==> src/rtl/tpe_pkg.sv <==
package tpe_pkg;
    localparam int PAGE_W         = 32;
    localparam int BYTE_W         = 8;
    localparam int LOCK_PAGE      = 2;
    localparam int OTP_PAGE       = 3;
    localparam int FIRST_WRITABLE = 2;
    localparam int FIRST_LOCKABLE = 4;
    localparam int READ_PAGES     = 4;
    localparam int READ_BYTES     = READ_PAGES * (PAGE_W / BYTE_W);

    localparam logic [7:0] OP_READ     = 8'h30;
    localparam logic [7:0] OP_WR_PAGE  = 8'hA2;
    localparam logic [7:0] OP_WR_COMPAT = 8'hA0;

    localparam logic [3:0] CODE_ACK = 4'hA;
    localparam logic [3:0] CODE_NAK = 4'h0;

    typedef enum logic [2:0] {
        ST_OPCODE,
        ST_ADDR,
        ST_DATA,
        ST_EXEC,
        ST_ANSWER,
        ST_STREAM
    } seq_state_e;

    typedef struct packed {
        seq_state_e  state;
        logic [7:0]  opcode;
        logic [7:0]  addr;
        logic [31:0] word;
        logic [4:0]  cnt;
        logic [4:0]  need;
        logic [3:0]  code;
        logic [3:0]  idx;
    } seq_regs_t;
endpackage

==> src/rtl/tpe_page_store.sv <==
module tpe_page_store
    import tpe_pkg::*;
#(
    parameter int NUM_PAGES = 16,
    parameter logic [NUM_PAGES*PAGE_W-1:0] INIT_IMAGE = '0
) (
    input  logic                         clk,
    input  logic                         rst_n,
    input  logic                         wr_en,
    input  logic [$clog2(NUM_PAGES)-1:0] wr_page,
    input  logic [PAGE_W-1:0]            wr_word,
    input  logic                         pl_en,
    input  logic [$clog2(NUM_PAGES)-1:0] pl_page,
    input  logic [PAGE_W-1:0]            pl_word,
    input  logic [$clog2(NUM_PAGES)-1:0] rd_page,
    output logic [PAGE_W-1:0]            rd_word,
    output logic [NUM_PAGES-1:0]         lock_o
);
    localparam int ADDR_W = $clog2(NUM_PAGES);

    logic [PAGE_W-1:0] mem_q [NUM_PAGES];
    logic [PAGE_W-1:0] mem_d [NUM_PAGES];

    assign rd_word = mem_q[rd_page];

    // lock bit n sits at bit 16+n of the configuration page
    for (genvar n = 0; n < NUM_PAGES; n++) begin : g_lock
        if (n >= FIRST_LOCKABLE) begin : g_on
            assign lock_o[n] = mem_q[LOCK_PAGE][16+n];
        end else begin : g_off
            assign lock_o[n] = 1'b0;
        end
    end

    always_comb begin
        mem_d = mem_q;
        if (wr_en) begin
            if (wr_page == ADDR_W'(LOCK_PAGE)) begin
                mem_d[wr_page] = {mem_q[wr_page][31:16] | wr_word[31:16],
                                  mem_q[wr_page][15:0]};
            end else if (wr_page == ADDR_W'(OTP_PAGE)) begin
                mem_d[wr_page] = mem_q[wr_page] | wr_word;
            end else begin
                mem_d[wr_page] = wr_word;
            end
        end
        if (pl_en) begin
            mem_d[pl_page] = pl_word;
        end
    end

    always_ff @(posedge clk) begin
        if (!rst_n) begin
            for (int p = 0; p < NUM_PAGES; p++) begin
                mem_q[p] <= INIT_IMAGE[p*PAGE_W +: PAGE_W];
            end
        end else begin
            mem_q <= mem_d;
        end
    end

    // identifier pages move only through preload
    for (genvar n = 0; n < FIRST_WRITABLE; n++) begin : g_ro_chk
        assert_id_page_fixed_R7: assert property (@(posedge clk) disable iff (!rst_n)
            !$past(pl_en && pl_page == ADDR_W'(n)) |-> mem_q[n] == $past(mem_q[n]));
    end

    assert_otp_no_clear_R8: assert property (@(posedge clk) disable iff (!rst_n)
        !$past(pl_en && pl_page == ADDR_W'(OTP_PAGE))
        |-> ($past(mem_q[OTP_PAGE]) & ~mem_q[OTP_PAGE]) == '0);

    assert_lock_sticky_R9: assert property (@(posedge clk) disable iff (!rst_n)
        !$past(pl_en && pl_page == ADDR_W'(LOCK_PAGE))
        |-> ($past(lock_o) & ~lock_o) == '0);

    for (genvar n = FIRST_LOCKABLE; n < NUM_PAGES; n++) begin : g_lock_chk
        assert_locked_page_fixed_R10: assert property (@(posedge clk) disable iff (!rst_n)
            ($past(lock_o[n]) && !$past(pl_en && pl_page == ADDR_W'(n)))
            |-> mem_q[n] == $past(mem_q[n]));
    end
endmodule

==> src/rtl/tpe_cmd_seq.sv <==
module tpe_cmd_seq
    import tpe_pkg::*;
#(
    parameter int NUM_PAGES = 16
) (
    input  logic                         clk,
    input  logic                         rst_n,
    input  logic                         in_valid,
    output logic                         in_ready,
    input  logic [7:0]                   in_byte,
    output logic                         out_valid,
    input  logic                         out_ready,
    output logic [7:0]                   out_byte,
    output logic                         out_ack,
    output logic                         out_last,
    output logic                         wr_en,
    output logic [$clog2(NUM_PAGES)-1:0] wr_page,
    output logic [PAGE_W-1:0]            wr_word,
    output logic [$clog2(NUM_PAGES)-1:0] rd_page,
    input  logic [PAGE_W-1:0]            rd_word,
    input  logic [NUM_PAGES-1:0]         lock_i
);
    localparam int ADDR_W = $clog2(NUM_PAGES);
    localparam logic [7:0] ADDR_LIMIT = 8'(NUM_PAGES);
    localparam logic [3:0] LAST_IDX = 4'(READ_BYTES - 1);

    seq_regs_t q, d;
    logic      addr_ok;
    logic      permit;

    assign addr_ok = q.addr < ADDR_LIMIT;
    assign permit  = addr_ok
                  && (q.addr >= 8'(FIRST_WRITABLE))
                  && !(q.addr >= 8'(FIRST_LOCKABLE) && lock_i[q.addr[ADDR_W-1:0]]);

    assign wr_page = q.addr[ADDR_W-1:0];
    assign wr_word = q.word;
    assign rd_page = q.addr[ADDR_W-1:0] + ADDR_W'(q.idx[3:2]);

    always_comb begin
        d         = q;
        in_ready  = 1'b0;
        out_valid = 1'b0;
        out_byte  = '0;
        out_ack   = 1'b0;
        out_last  = 1'b0;
        wr_en     = 1'b0;
        unique case (q.state)
            ST_OPCODE: begin
                in_ready = 1'b1;
                if (in_valid) begin
                    d.opcode = in_byte;
                    if (in_byte == OP_READ || in_byte == OP_WR_PAGE
                        || in_byte == OP_WR_COMPAT) begin
                        d.state = ST_ADDR;
                    end else begin
                        d.code  = CODE_NAK;
                        d.state = ST_ANSWER;
                    end
                end
            end
            ST_ADDR: begin
                in_ready = 1'b1;
                if (in_valid) begin
                    d.addr = in_byte;
                    d.cnt  = '0;
                    d.word = '0;
                    d.idx  = '0;
                    if (q.opcode == OP_READ) begin
                        if (in_byte < ADDR_LIMIT) begin
                            d.state = ST_STREAM;
                        end else begin
                            d.code  = CODE_NAK;
                            d.state = ST_ANSWER;
                        end
                    end else begin
                        d.need  = (q.opcode == OP_WR_PAGE) ? 5'd4 : 5'd16;
                        d.state = ST_DATA;
                    end
                end
            end
            ST_DATA: begin
                in_ready = 1'b1;
                if (in_valid) begin
                    if (q.cnt < 5'd4) begin
                        d.word[8*q.cnt[1:0] +: 8] = in_byte;
                    end
                    d.cnt = q.cnt + 5'd1;
                    if (q.cnt == q.need - 5'd1) begin
                        d.state = ST_EXEC;
                    end
                end
            end
            ST_EXEC: begin
                wr_en   = permit;
                d.code  = permit ? CODE_ACK : CODE_NAK;
                d.state = ST_ANSWER;
            end
            ST_ANSWER: begin
                out_valid = 1'b1;
                out_byte  = {4'h0, q.code};
                out_ack   = 1'b1;
                out_last  = 1'b1;
                if (out_ready) begin
                    d.state = ST_OPCODE;
                end
            end
            ST_STREAM: begin
                out_valid = 1'b1;
                out_byte  = rd_word[8*q.idx[1:0] +: 8];
                out_last  = (q.idx == LAST_IDX);
                if (out_ready) begin
                    d.idx = q.idx + 4'd1;
                    if (q.idx == LAST_IDX) begin
                        d.state = ST_OPCODE;
                    end
                end
            end
            default: d.state = ST_OPCODE;
        endcase
    end

    always_ff @(posedge clk) begin
        if (!rst_n) begin
            q       <= '0;
            q.state <= ST_OPCODE;
        end else begin
            q <= d;
        end
    end

    assert_no_id_write_R7: assert property (@(posedge clk) disable iff (!rst_n)
        wr_en |-> wr_page >= ADDR_W'(FIRST_WRITABLE));

    assert_write_hits_unlocked_R10: assert property (@(posedge clk) disable iff (!rst_n)
        wr_en |-> !lock_i[wr_page]);

    assert_code_legal_R4: assert property (@(posedge clk) disable iff (!rst_n)
        (out_valid && out_ack) |-> (out_byte == {4'h0, CODE_ACK} || out_byte == {4'h0, CODE_NAK}));

    assert_read_not_ack_R2: assert property (@(posedge clk) disable iff (!rst_n)
        (q.state == ST_STREAM) |-> !out_ack);
endmodule

==> src/rtl/tag_page_engine.sv <==
module tag_page_engine
    import tpe_pkg::*;
#(
    parameter int NUM_PAGES = 16,
    parameter logic [NUM_PAGES*PAGE_W-1:0] INIT_IMAGE = '0
) (
    input  logic                         clk,
    input  logic                         rst_n,
    input  logic                         in_valid,
    output logic                         in_ready,
    input  logic [7:0]                   in_byte,
    output logic                         out_valid,
    input  logic                         out_ready,
    output logic [7:0]                   out_byte,
    output logic                         out_ack,
    output logic                         out_last,
    input  logic                         pl_en,
    input  logic [$clog2(NUM_PAGES)-1:0] pl_page,
    input  logic [PAGE_W-1:0]            pl_word
);
    localparam int ADDR_W = $clog2(NUM_PAGES);

    logic              wr_en;
    logic [ADDR_W-1:0] wr_page;
    logic [PAGE_W-1:0] wr_word;
    logic [ADDR_W-1:0] rd_page;
    logic [PAGE_W-1:0] rd_word;
    logic [NUM_PAGES-1:0] lock;

    tpe_cmd_seq #(.NUM_PAGES(NUM_PAGES)) i_seq (
        .clk      (clk),
        .rst_n    (rst_n),
        .in_valid (in_valid),
        .in_ready (in_ready),
        .in_byte  (in_byte),
        .out_valid(out_valid),
        .out_ready(out_ready),
        .out_byte (out_byte),
        .out_ack  (out_ack),
        .out_last (out_last),
        .wr_en    (wr_en),
        .wr_page  (wr_page),
        .wr_word  (wr_word),
        .rd_page  (rd_page),
        .rd_word  (rd_word),
        .lock_i   (lock)
    );

    tpe_page_store #(.NUM_PAGES(NUM_PAGES), .INIT_IMAGE(INIT_IMAGE)) i_store (
        .clk    (clk),
        .rst_n  (rst_n),
        .wr_en  (wr_en),
        .wr_page(wr_page),
        .wr_word(wr_word),
        .pl_en  (pl_en),
        .pl_page(pl_page),
        .pl_word(pl_word),
        .rd_page(rd_page),
        .rd_word(rd_word),
        .lock_o (lock)
    );

    assert_dir_exclusive_R13: assert property (@(posedge clk) disable iff (!rst_n)
        !(in_ready && out_valid));

    assert_out_hold_R13: assert property (@(posedge clk) disable iff (!rst_n)
        (out_valid && !out_ready && !pl_en)
        |=> (out_valid && $stable(out_byte) && $stable(out_ack) && $stable(out_last)));
endmodule

==> config.mk <==
export PLATFORM = sky130hd
export DESIGN_NAME = tag_page_engine
export DESIGN_NICKNAME = d
export VERILOG_FILES = /design/src/rtl/tpe_pkg.sv /design/src/rtl/tpe_page_store.sv /design/src/rtl/tpe_cmd_seq.sv /design/src/rtl/tag_page_engine.sv
export SDC_FILE = /design/constraint.sdc
export NUM_CORES = 2
export LEC_CHECK = 0
export BUFFER_PORTS_ARGS = -buffer_cell sky130_fd_sc_hd__clkbuf_2
export CAP_MARGIN = 20
export CORE_MARGIN = 2
export CORE_UTILIZATION = 45
export CTS_CLUSTER_DIAMETER = 120
export CTS_CLUSTER_SIZE = 14
export DETAILED_ROUTE_END_ITERATION = 10
export PLACE_DENSITY_LB_ADDON = 0.15
export SLEW_MARGIN = 20
export SYNTH_ARGS = -nofsm -noshare
export SYNTH_HDL_FRONTEND = slang
export SYNTH_SLANG_ARGS = --single-unit
export TNS_END_PERCENT = 1
==> constraint.sdc <==
create_clock -name clk -period 3.2 [get_ports clk]
set_input_delay 0.48 -clock clk [delete_from_list [all_inputs] [get_ports clk]]
set_output_delay 0.48 -clock clk [all_outputs]
set_load 0.1 [all_outputs]
Word-level counts from Yosys, hierarchy flattened
Cells that the tools add are included.
{"block": "totals", "wordCells": 148, "in_bits": 49, "register_bits": 581, "mem_bits_rw": 0, "rom_bits": 0, "mem_count": 0, "latchBits": 0}
{"block": "classes", "magnitude_cmp": 11, "add_sub_neg": 5, "n_eq_ne": 25, "n_reduce_logical": 22, "muxes": 52, "bitwise_logic": 6, "shifts": 3, "multipliers": 0, "n_div": 0}
{"op": "512-bit bitwise mux", "count": 4}
{"op": "512-bit 2-to-1 mux", "count": 4}
{"op": "32-bit binary-select mux with 4-bit select", "count": 2}
{"op": "32-bit demux with 4-bit select", "count": 2}
{"op": "32-bit 2-to-1 mux", "count": 7}
{"op": "37-bit one-hot mux with 2 select lines", "count": 1}
{"op": "50-bit 2-to-1 mux", "count": 1}
{"op": "37-bit 2-to-1 mux", "count": 1}
{"op": "5-bit negator with 34-bit output", "count": 1}
{"op": "8-bit by 34-bit variable shift with 32-bit output, first input constant", "count": 1}
{"op": "8-bit by 34-bit variable part select with 32-bit output", "count": 1}
{"op": "32-bit bitwise mux", "count": 1}
{"op": "32-bit OR", "count": 1}
{"op": "32-bit by 6-bit variable part select with 8-bit output", "count": 1}
{"op": "8-bit equality test, second input constant", "count": 3}
{"op": "3-bit 2-to-1 mux", "count": 8}
{"op": "4-bit 2-to-1 mux", "count": 6}
{"op": "3-bit one-hot mux with 6 select lines", "count": 1}
{"op": "8-bit by 6-bit equality test with 1-bit output, second input constant", "count": 2}
{"op": "8-bit by 5-bit less-than comparator with 1-bit output, second input constant", "count": 2}
{"op": "16-bit OR", "count": 1}
{"op": "8-bit one-hot mux with 2 select lines", "count": 1}
{"op": "5-bit greater-or-equal comparator, second input constant", "count": 3}
{"op": "4-bit NOT with 5-bit output", "count": 3}
{"op": "38 further kinds", "count": 66}

Longest topological paths before layout
{"block": "depth", "word_depth": 11, "mapped_depth": 11, "mapped_depth_nobuf": 7}

Cells and area by module
A second synthesis with hierarchy kept.
{"block": "hier_totals", "hier_cells": 3704, "hier_area_um2": 29615.9}
{"module": "tpe_page_store", "instances": 1, "cells_each": 3269, "area_per_inst_um2": 25936.1}
{"module": "tpe_cmd_seq", "instances": 1, "cells_each": 435, "area_per_inst_um2": 3679.8}

Worst setup path before layout
No wires, ideal clock.
{"block": "synth_timing", "kind": "flip-flop to output port", "from": "register i_seq.q[2] in the netlist's numbering", "to": "output port out_byte[6]", "t_required_ps": 2720, "path_stages_with_launch": 8, "arrival_time_ps": 4468, "path_buffers": 1, "slack_ps": -1748, "cell_sequence": "dfxtp_1 -> ha_1 -> fa_1 -> xnor2_1 -> buf_4 -> mux4_2 -> mux2i_1 -> o31ai_1"}
{"block": "synth_between", "elab_chain_cells": 7}
{"element": "start: declaration", "line": "tpe_cmd_seq.sv:27", "rtl": "seq_regs_t q, d;"}
{"element": "4-bit by 2-bit adder with 4-bit output", "line": "tpe_cmd_seq.sv:38", "rtl": "assign rd_page = q.addr[ADDR_W-1:0] + ADDR_W'(q.idx[3:2]);"}
{"element": "4-bit NOT with 5-bit output (not written as such)", "line": "tpe_page_store.sv:24", "rtl": "assign rd_word = mem_q[rd_page];"}
{"element": "32-bit binary-select mux with 4-bit select", "line": "tpe_page_store.sv:24"}
{"element": "32-bit 2-to-1 mux (not written as such) (2 in series)", "line": "tpe_page_store.sv:24"}
{"element": "32-bit by 6-bit variable part select with 8-bit output", "line": "tpe_cmd_seq.sv:110", "rtl": "out_byte = rd_word[8*q.idx[1:0] +: 8];"}
{"element": "8-bit one-hot mux with 2 select lines", "line": "tpe_cmd_seq.sv:48", "rtl": "unique case (q.state)"}
{"element": "end: declaration", "line": "tag_page_engine.sv:14", "rtl": "output logic [7:0] out_byte,"}
Every way passes these cells. The select of a mux whose other input is x is not followed.

Worst setup path in the final report
{"block": "layout_timing", "from": "register i_seq.q (netlist bit i_seq.wr_page[0])", "to": "output port out_byte[5]"}
Same word-level chain as after synthesis.

==> flow_results.xml <==
<?xml version="1.0" encoding="UTF-8"?>
<metrics>
  <group name="die">
    <metric name="die-height" unit="µm">271</metric>
    <metric name="rows" unit="">97</metric>
    <metric name="start_util" unit="%">45.5</metric>
    <metric name="ios" unit="">61</metric>
    <metric name="fp.dieArea" unit="mm²">0.0733</metric>
    <metric name="core_region_area" unit="mm²">0.0703</metric>
    <metric name="floorplan.die.width" unit="µm">271</metric>
  </group>
  <group name="min_path">
    <metric name="hold_path_end" unit="">i_seq.q[1]</metric>
    <metric name="hp-start" unit="">out_ready</metric>
    <metric name="worstHoldPathType" unit="">input port to flip-flop</metric>
    <metric name="timing.hold.worst_path_depth" unit="">3</metric>
  </group>
  <group name="sta">
    <metric name="post-route-min-period" unit="ps">4390</metric>
    <metric name="rsz0062_at_grt" unit="">true</metric>
    <metric name="finalClockSkew" unit="ps">28.7</metric>
    <metric name="finalHoldViolCount" unit="">0</metric>
    <metric name="report.final.slew_viol_count" unit="">0</metric>
    <metric name="worst_max_slew_pin_slew" unit="ps">1040</metric>
    <metric name="max-slew-margin-rel" unit="%">30.9</metric>
    <metric name="setup_slack" unit="ps">-1190</metric>
    <metric name="max_freq" unit="MHz">228</metric>
    <metric name="final-setup-viol-count" unit="">8</metric>
    <metric name="min_period_over_period" unit="%">137</metric>
    <metric name="whs" unit="ps">183</metric>
  </group>
  <group name="outcome">
    <metric name="violations" unit="">negative setup slack</metric>
    <metric name="outcome" unit="">complete, but fails checks</metric>
  </group>
  <group name="clocking">
    <metric name="buffers_from_clock_root_to_sink_at_most" unit="">3</metric>
    <metric name="clk_pin_slew_worst_paths" unit="ps">70</metric>
    <metric name="insertion_delay" unit="ps">630</metric>
    <metric name="numCtsBuffers" unit="">47</metric>
    <metric name="cts-root-buf" unit="">sky130_fd_sc_hd__clkbuf_16</metric>
    <metric name="number_of_h_tree_branching_levels" unit="">2</metric>
    <metric name="sinks_on_the_clock_net" unit="">575</metric>
    <metric name="tritoncts" unit="">built</metric>
  </group>
  <group name="global_route">
    <metric name="global_route_wire_length_before_repair" unit="µm">199000</metric>
    <metric name="globalRouteMet3Util" unit="%">8.40</metric>
    <metric name="grt.total_usage" unit="%">35.5</metric>
    <metric name="grt_pass1_vias" unit="">29600</metric>
    <metric name="use_met2" unit="%">51.6</metric>
    <metric name="global_route.overflow_total" unit="">0</metric>
    <metric name="grt_busiest_layer" unit="">met2</metric>
    <metric name="globalRouteMet1Util" unit="%">50.5</metric>
    <metric name="pin_count_of_the_biggest_net_entering_global_routing" unit="">95</metric>
    <metric name="number_of_antenna_violations_at_the_first_check_in_global_routing" unit="">7</metric>
  </group>
  <group name="place">
    <metric name="dp_hpwl" unit="µm">84200</metric>
    <metric name="detailed_place.area" unit="mm²">0.0349</metric>
    <metric name="place.port_buffers" unit="">60</metric>
    <metric name="place.gp.congestion" unit="">0.901</metric>
  </group>
  <group name="worst_setup_path">
    <metric name="worst_path_max_delay_cell" unit="">sky130_fd_sc_hd__fa_4</metric>
    <metric name="critPathBufInv" unit="">4</metric>
    <metric name="cp_data_arrival_time" unit="ps">3910</metric>
    <metric name="cp_cell_sequence" unit="">ha_4, fa_4, buf_12, buf_12, mux4_2, mux4_2, mux2i_4, buf_6, o22ai_4, buf_12</metric>
    <metric name="critical-path-top-delay-family" unit="">multiplexers</metric>
    <metric name="reg2reg_setup_slack" unit="ps">240</metric>
    <metric name="worst_r2r_path_depth" unit="">9</metric>
    <metric name="r2r-start" unit="">i_seq.wr_page[0]</metric>
    <metric name="cp_num_cells" unit="">10</metric>
    <metric name="setup.worst_path.start_class" unit="">flip-flop</metric>
    <metric name="rr_endpoint" unit="">i_store.mem_q[128]</metric>
    <metric name="critPathRequiredTime" unit="ps">2720</metric>
    <metric name="crit_fanout" unit="">8</metric>
    <metric name="criticalPathCategory" unit="">flip-flop to primary output</metric>
    <metric name="worst_setup_path_end_kind" unit="">primary output</metric>
    <metric name="worst_path_most_repeated_cell" unit="">sky130_fd_sc_hd__buf_12</metric>
    <metric name="max_stage_delay" unit="ps">830</metric>
  </group>
  <group name="final_layout">
    <metric name="finalInstanceArea" unit="mm²">0.0366</metric>
    <metric name="nNetsFinal" unit="">3844</metric>
    <metric name="area_overhead_vs_synth" unit="%">14.4</metric>
    <metric name="fillers" unit="">6424</metric>
    <metric name="fraction_of_final_layout_cells_sized_beyond_drive_strength_1" unit="%">18.4</metric>
  </group>
  <group name="route">
    <metric name="via_count_of_the_routed_design" unit="">31700</metric>
    <metric name="drt_wl_total" unit="µm">133000</metric>
    <metric name="final_antenna_net_count" unit="">0</metric>
    <metric name="routed_wire_length_per_instance" unit="µm">28.1</metric>
    <metric name="route.detailed.drc" unit="">0</metric>
    <metric name="dr.first_iter.drc_count" unit="">4511</metric>
    <metric name="route.detailed.vias_per_inst" unit="">6.70</metric>
    <metric name="drtPass1Iterations" unit="">6</metric>
  </group>
  <group name="synthesis">
    <metric name="synth-seq-cells" unit="">575</metric>
    <metric name="synthesis.area_per_instance" unit="µm²">8.25</metric>
    <metric name="synth.lib_cells_used.distinct" unit="">71</metric>
    <metric name="syn_area" unit="mm²">0.0320</metric>
    <metric name="synth_seq_area_share" unit="%">36.0</metric>
    <metric name="syn-instance-count" unit="">3880</metric>
    <metric name="mappedNetlistNets" unit="">3937</metric>
    <metric name="yosys_warnings" unit="">0</metric>
    <metric name="dominantRegCellSynth" unit="">sky130_fd_sc_hd__dfxtp_1</metric>
    <metric name="async_s_r_ff_share_synth" unit="%">0</metric>
    <metric name="number_of_enable_flip_flop_cells_after_synthesis" unit="">0</metric>
  </group>
  <group name="pwr">
    <metric name="worst_ir_drop_vdd" unit="mV">0.359</metric>
    <metric name="overall_power" unit="mW">13.7</metric>
    <metric name="total_leakage_power" unit="nW">10.7</metric>
    <metric name="p_per_area" unit="mW/mm²">375</metric>
  </group>
  <group name="job">
    <metric name="timing.max_cap.violations" unit="">0</metric>
  </group>
</metrics>
[how the worst max path moves through the flow]
| stage | startpoint | endpoint | slack [ps] |
|---|---|---|---|
| 2_1_floorplan | i_seq.q[2] | out_byte[1] | -340 |
| 3_3_place_gp | i_seq.wr_page[0] | out_byte[5] | -990 |
| 3_5_place_dp | i_seq.wr_page[0] | out_byte[5] | -1000 |
| 4_1_cts | i_seq.wr_page[0] | out_byte[5] | -1220 |
| 5_1_grt | i_seq.wr_page[0] | out_byte[0] | -1190 |
| 6_report | i_seq.wr_page[0] | out_byte[5] | -1190 |
[flip-flops by register name, indices dropped and copies added (netlist names)]
name            flops
i_store.mem_q     500
i_seq.wr_page       4
i_seq.q            27
i_seq.wr_word      32
i_store.lock_o     12
[per-stage QoR]
stage / setup TNS, ps / cells / setup slack [ps] / util [%]
finish: -9130 / 4735 / -1190 / 52.1
global route: -9420 / 4734 / -1190 / 52.1
CTS: -9500 / 4731 / -1220 / 51.9
detailed placement: -4750 / 4663 / -999 / 49.6
global placement: -4660 / 4663 / -988 / 49.6
floorplan: -1870 / 3880 / -336 / -
[synthesized netlist by cell type (all sizes together), types with 4 or more instances]
master | instances | area (µm²)
and4 | 32 | 280
nand2 | 854 | 3210
nand2b | 29 | 181
a21boi | 59 | 443
a22oi | 6 | 45.0
o31a | 32 | 280
mux4 | 180 | 4050
or2 | 26 | 163
inv | 9 | 33.8
buf | 92 | 483
or3b | 6 | 52.6
dfxtp | 575 | 11500
nand3 | 160 | 801
o211ai | 287 | 2150
a21oi | 553 | 2770
mux2 | 18 | 203
nand4bb | 4 | 45.0
a211oi | 9 | 67.6
xor2 | 5 | 43.8
ha | 7 | 87.6
o21ai | 105 | 526
a2111oi | 5 | 106
clkbuf | 381 | 1430
or3 | 6 | 37.5
nor3b | 5 | 42.5
a31oi | 37 | 231
nand3b | 8 | 60.1
and3b | 4 | 35.0
nand4 | 10 | 62.6
a311oi | 10 | 87.6
nor3 | 70 | 350
o31ai | 4 | 30.0
nor2b | 9 | 56.3
mux2i | 73 | 731
nor4 | 36 | 255
nor2 | 92 | 345
a21o | 4 | 30.0
o22ai | 6 | 37.5
o32ai | 31 | 272
[layout by cell type, fill, tap and decap left out, types with 18 or more instances in the layout]
master / Yosys / layout
sky130_fd_sc_hd__a21oi_1: 553 / 553
sky130_fd_sc_hd__nand2b_1: 29 / 28
sky130_fd_sc_hd__nand2_1: 854 / 851
sky130_fd_sc_hd__o32ai_1: 31 / 31
sky130_fd_sc_hd__dfxtp_1: 575 / 572
sky130_fd_sc_hd__o31a_1: 32 / 32
sky130_fd_sc_hd__nor4_1: 34 / 33
sky130_fd_sc_hd__and4_1: 32 / 32
sky130_fd_sc_hd__a21boi_0: 59 / 59
sky130_fd_sc_hd__mux4_2: 180 / 180
sky130_fd_sc_hd__clkbuf_16: 0 / 49
sky130_fd_sc_hd__nor3_1: 70 / 65
sky130_fd_sc_hd__nor2_1: 92 / 74
sky130_fd_sc_hd__mux2_2: 18 / 18
sky130_fd_sc_hd__o211ai_1: 287 / 287
sky130_fd_sc_hd__nand3_1: 160 / 157
sky130_fd_sc_hd__a31oi_1: 37 / 36
sky130_fd_sc_hd__clkbuf_2: 0 / 51
sky130_fd_sc_hd__mux2i_1: 73 / 62
sky130_fd_sc_hd__or2_2: 26 / 26
sky130_fd_sc_hd__o21ai_0: 88 / 88
sky130_fd_sc_hd__buf_4: 17 / 184
sky130_fd_sc_hd__buf_12: 0 / 78
[area by class of cell]
| type | instances | area (µm²) | share of cell area (%) |
|---|---|---|---|
| repair buffers | 331 | 3500 | 9.58 |
| clock inverters | 3 | 41.3 | 0.113 |
| multi-input cells | 2822 | 19100 | 52.2 |
| well taps | 940 | 1180 | 3.21 |
| diodes | 3 | 7.51 | 0.0205 |
| flip-flops and latches | 575 | 11500 | 31.5 |
| inverters | 10 | 45.0 | 0.123 |
| clock buffers | 51 | 1210 | 3.31 |
[metal layers]
layer / share of wire, % / up-vias
met4: 4.4 / 6
met2: 42 / 2122
met5: 0.035 / -
li1: - / 13900
met3: 12 / 358
met1: 41 / 15400
[worst register-to-register path, cell delays in order (launching register included)]
cell	delay (ps)
sky130_fd_sc_hd__dfxtp_4	360
sky130_fd_sc_hd__buf_4	450
sky130_fd_sc_hd__buf_6	440
sky130_fd_sc_hd__mux4_2	490
sky130_fd_sc_hd__buf_4	190
sky130_fd_sc_hd__nor2_4	190
sky130_fd_sc_hd__buf_12	250
sky130_fd_sc_hd__a21boi_0	150
sky130_fd_sc_hd__o21ai_0	190
sky130_fd_sc_hd__a21oi_1	80
[report_power, final]
group	switching (mW)	internal, mW
combinational	0.632	0.238
sequential	0.0721	7.24
clock	2.86	2.68
total	3.56	10.2
[what timing repair did]
item	in CTS	in global routing
gates resized for setup	30	14
gates cloned	3	1
buffers inserted	12	2
setup endpoints to repair	8	16
hold buffers	0	0
pin swaps	6	5
[logic make-up after synthesis]
| group | count (synthesis) | synth area share [%] |
|---|---|---|
| AO/OA/AOI/OAI | 1169 | 22.7 |
| XOR/XNOR | 7 | 0.192 |
| adder cells (fa/ha/maj) | 8 | 0.336 |
| buffers and inverters | 483 | 6.10 |
| flip-flops | 575 | 36.0 |
| multiplexers | 271 | 15.6 |
| AND/OR/NAND/NOR | 1367 | 19.1 |
Note: power is estimated with default switching activity, not from simulation.
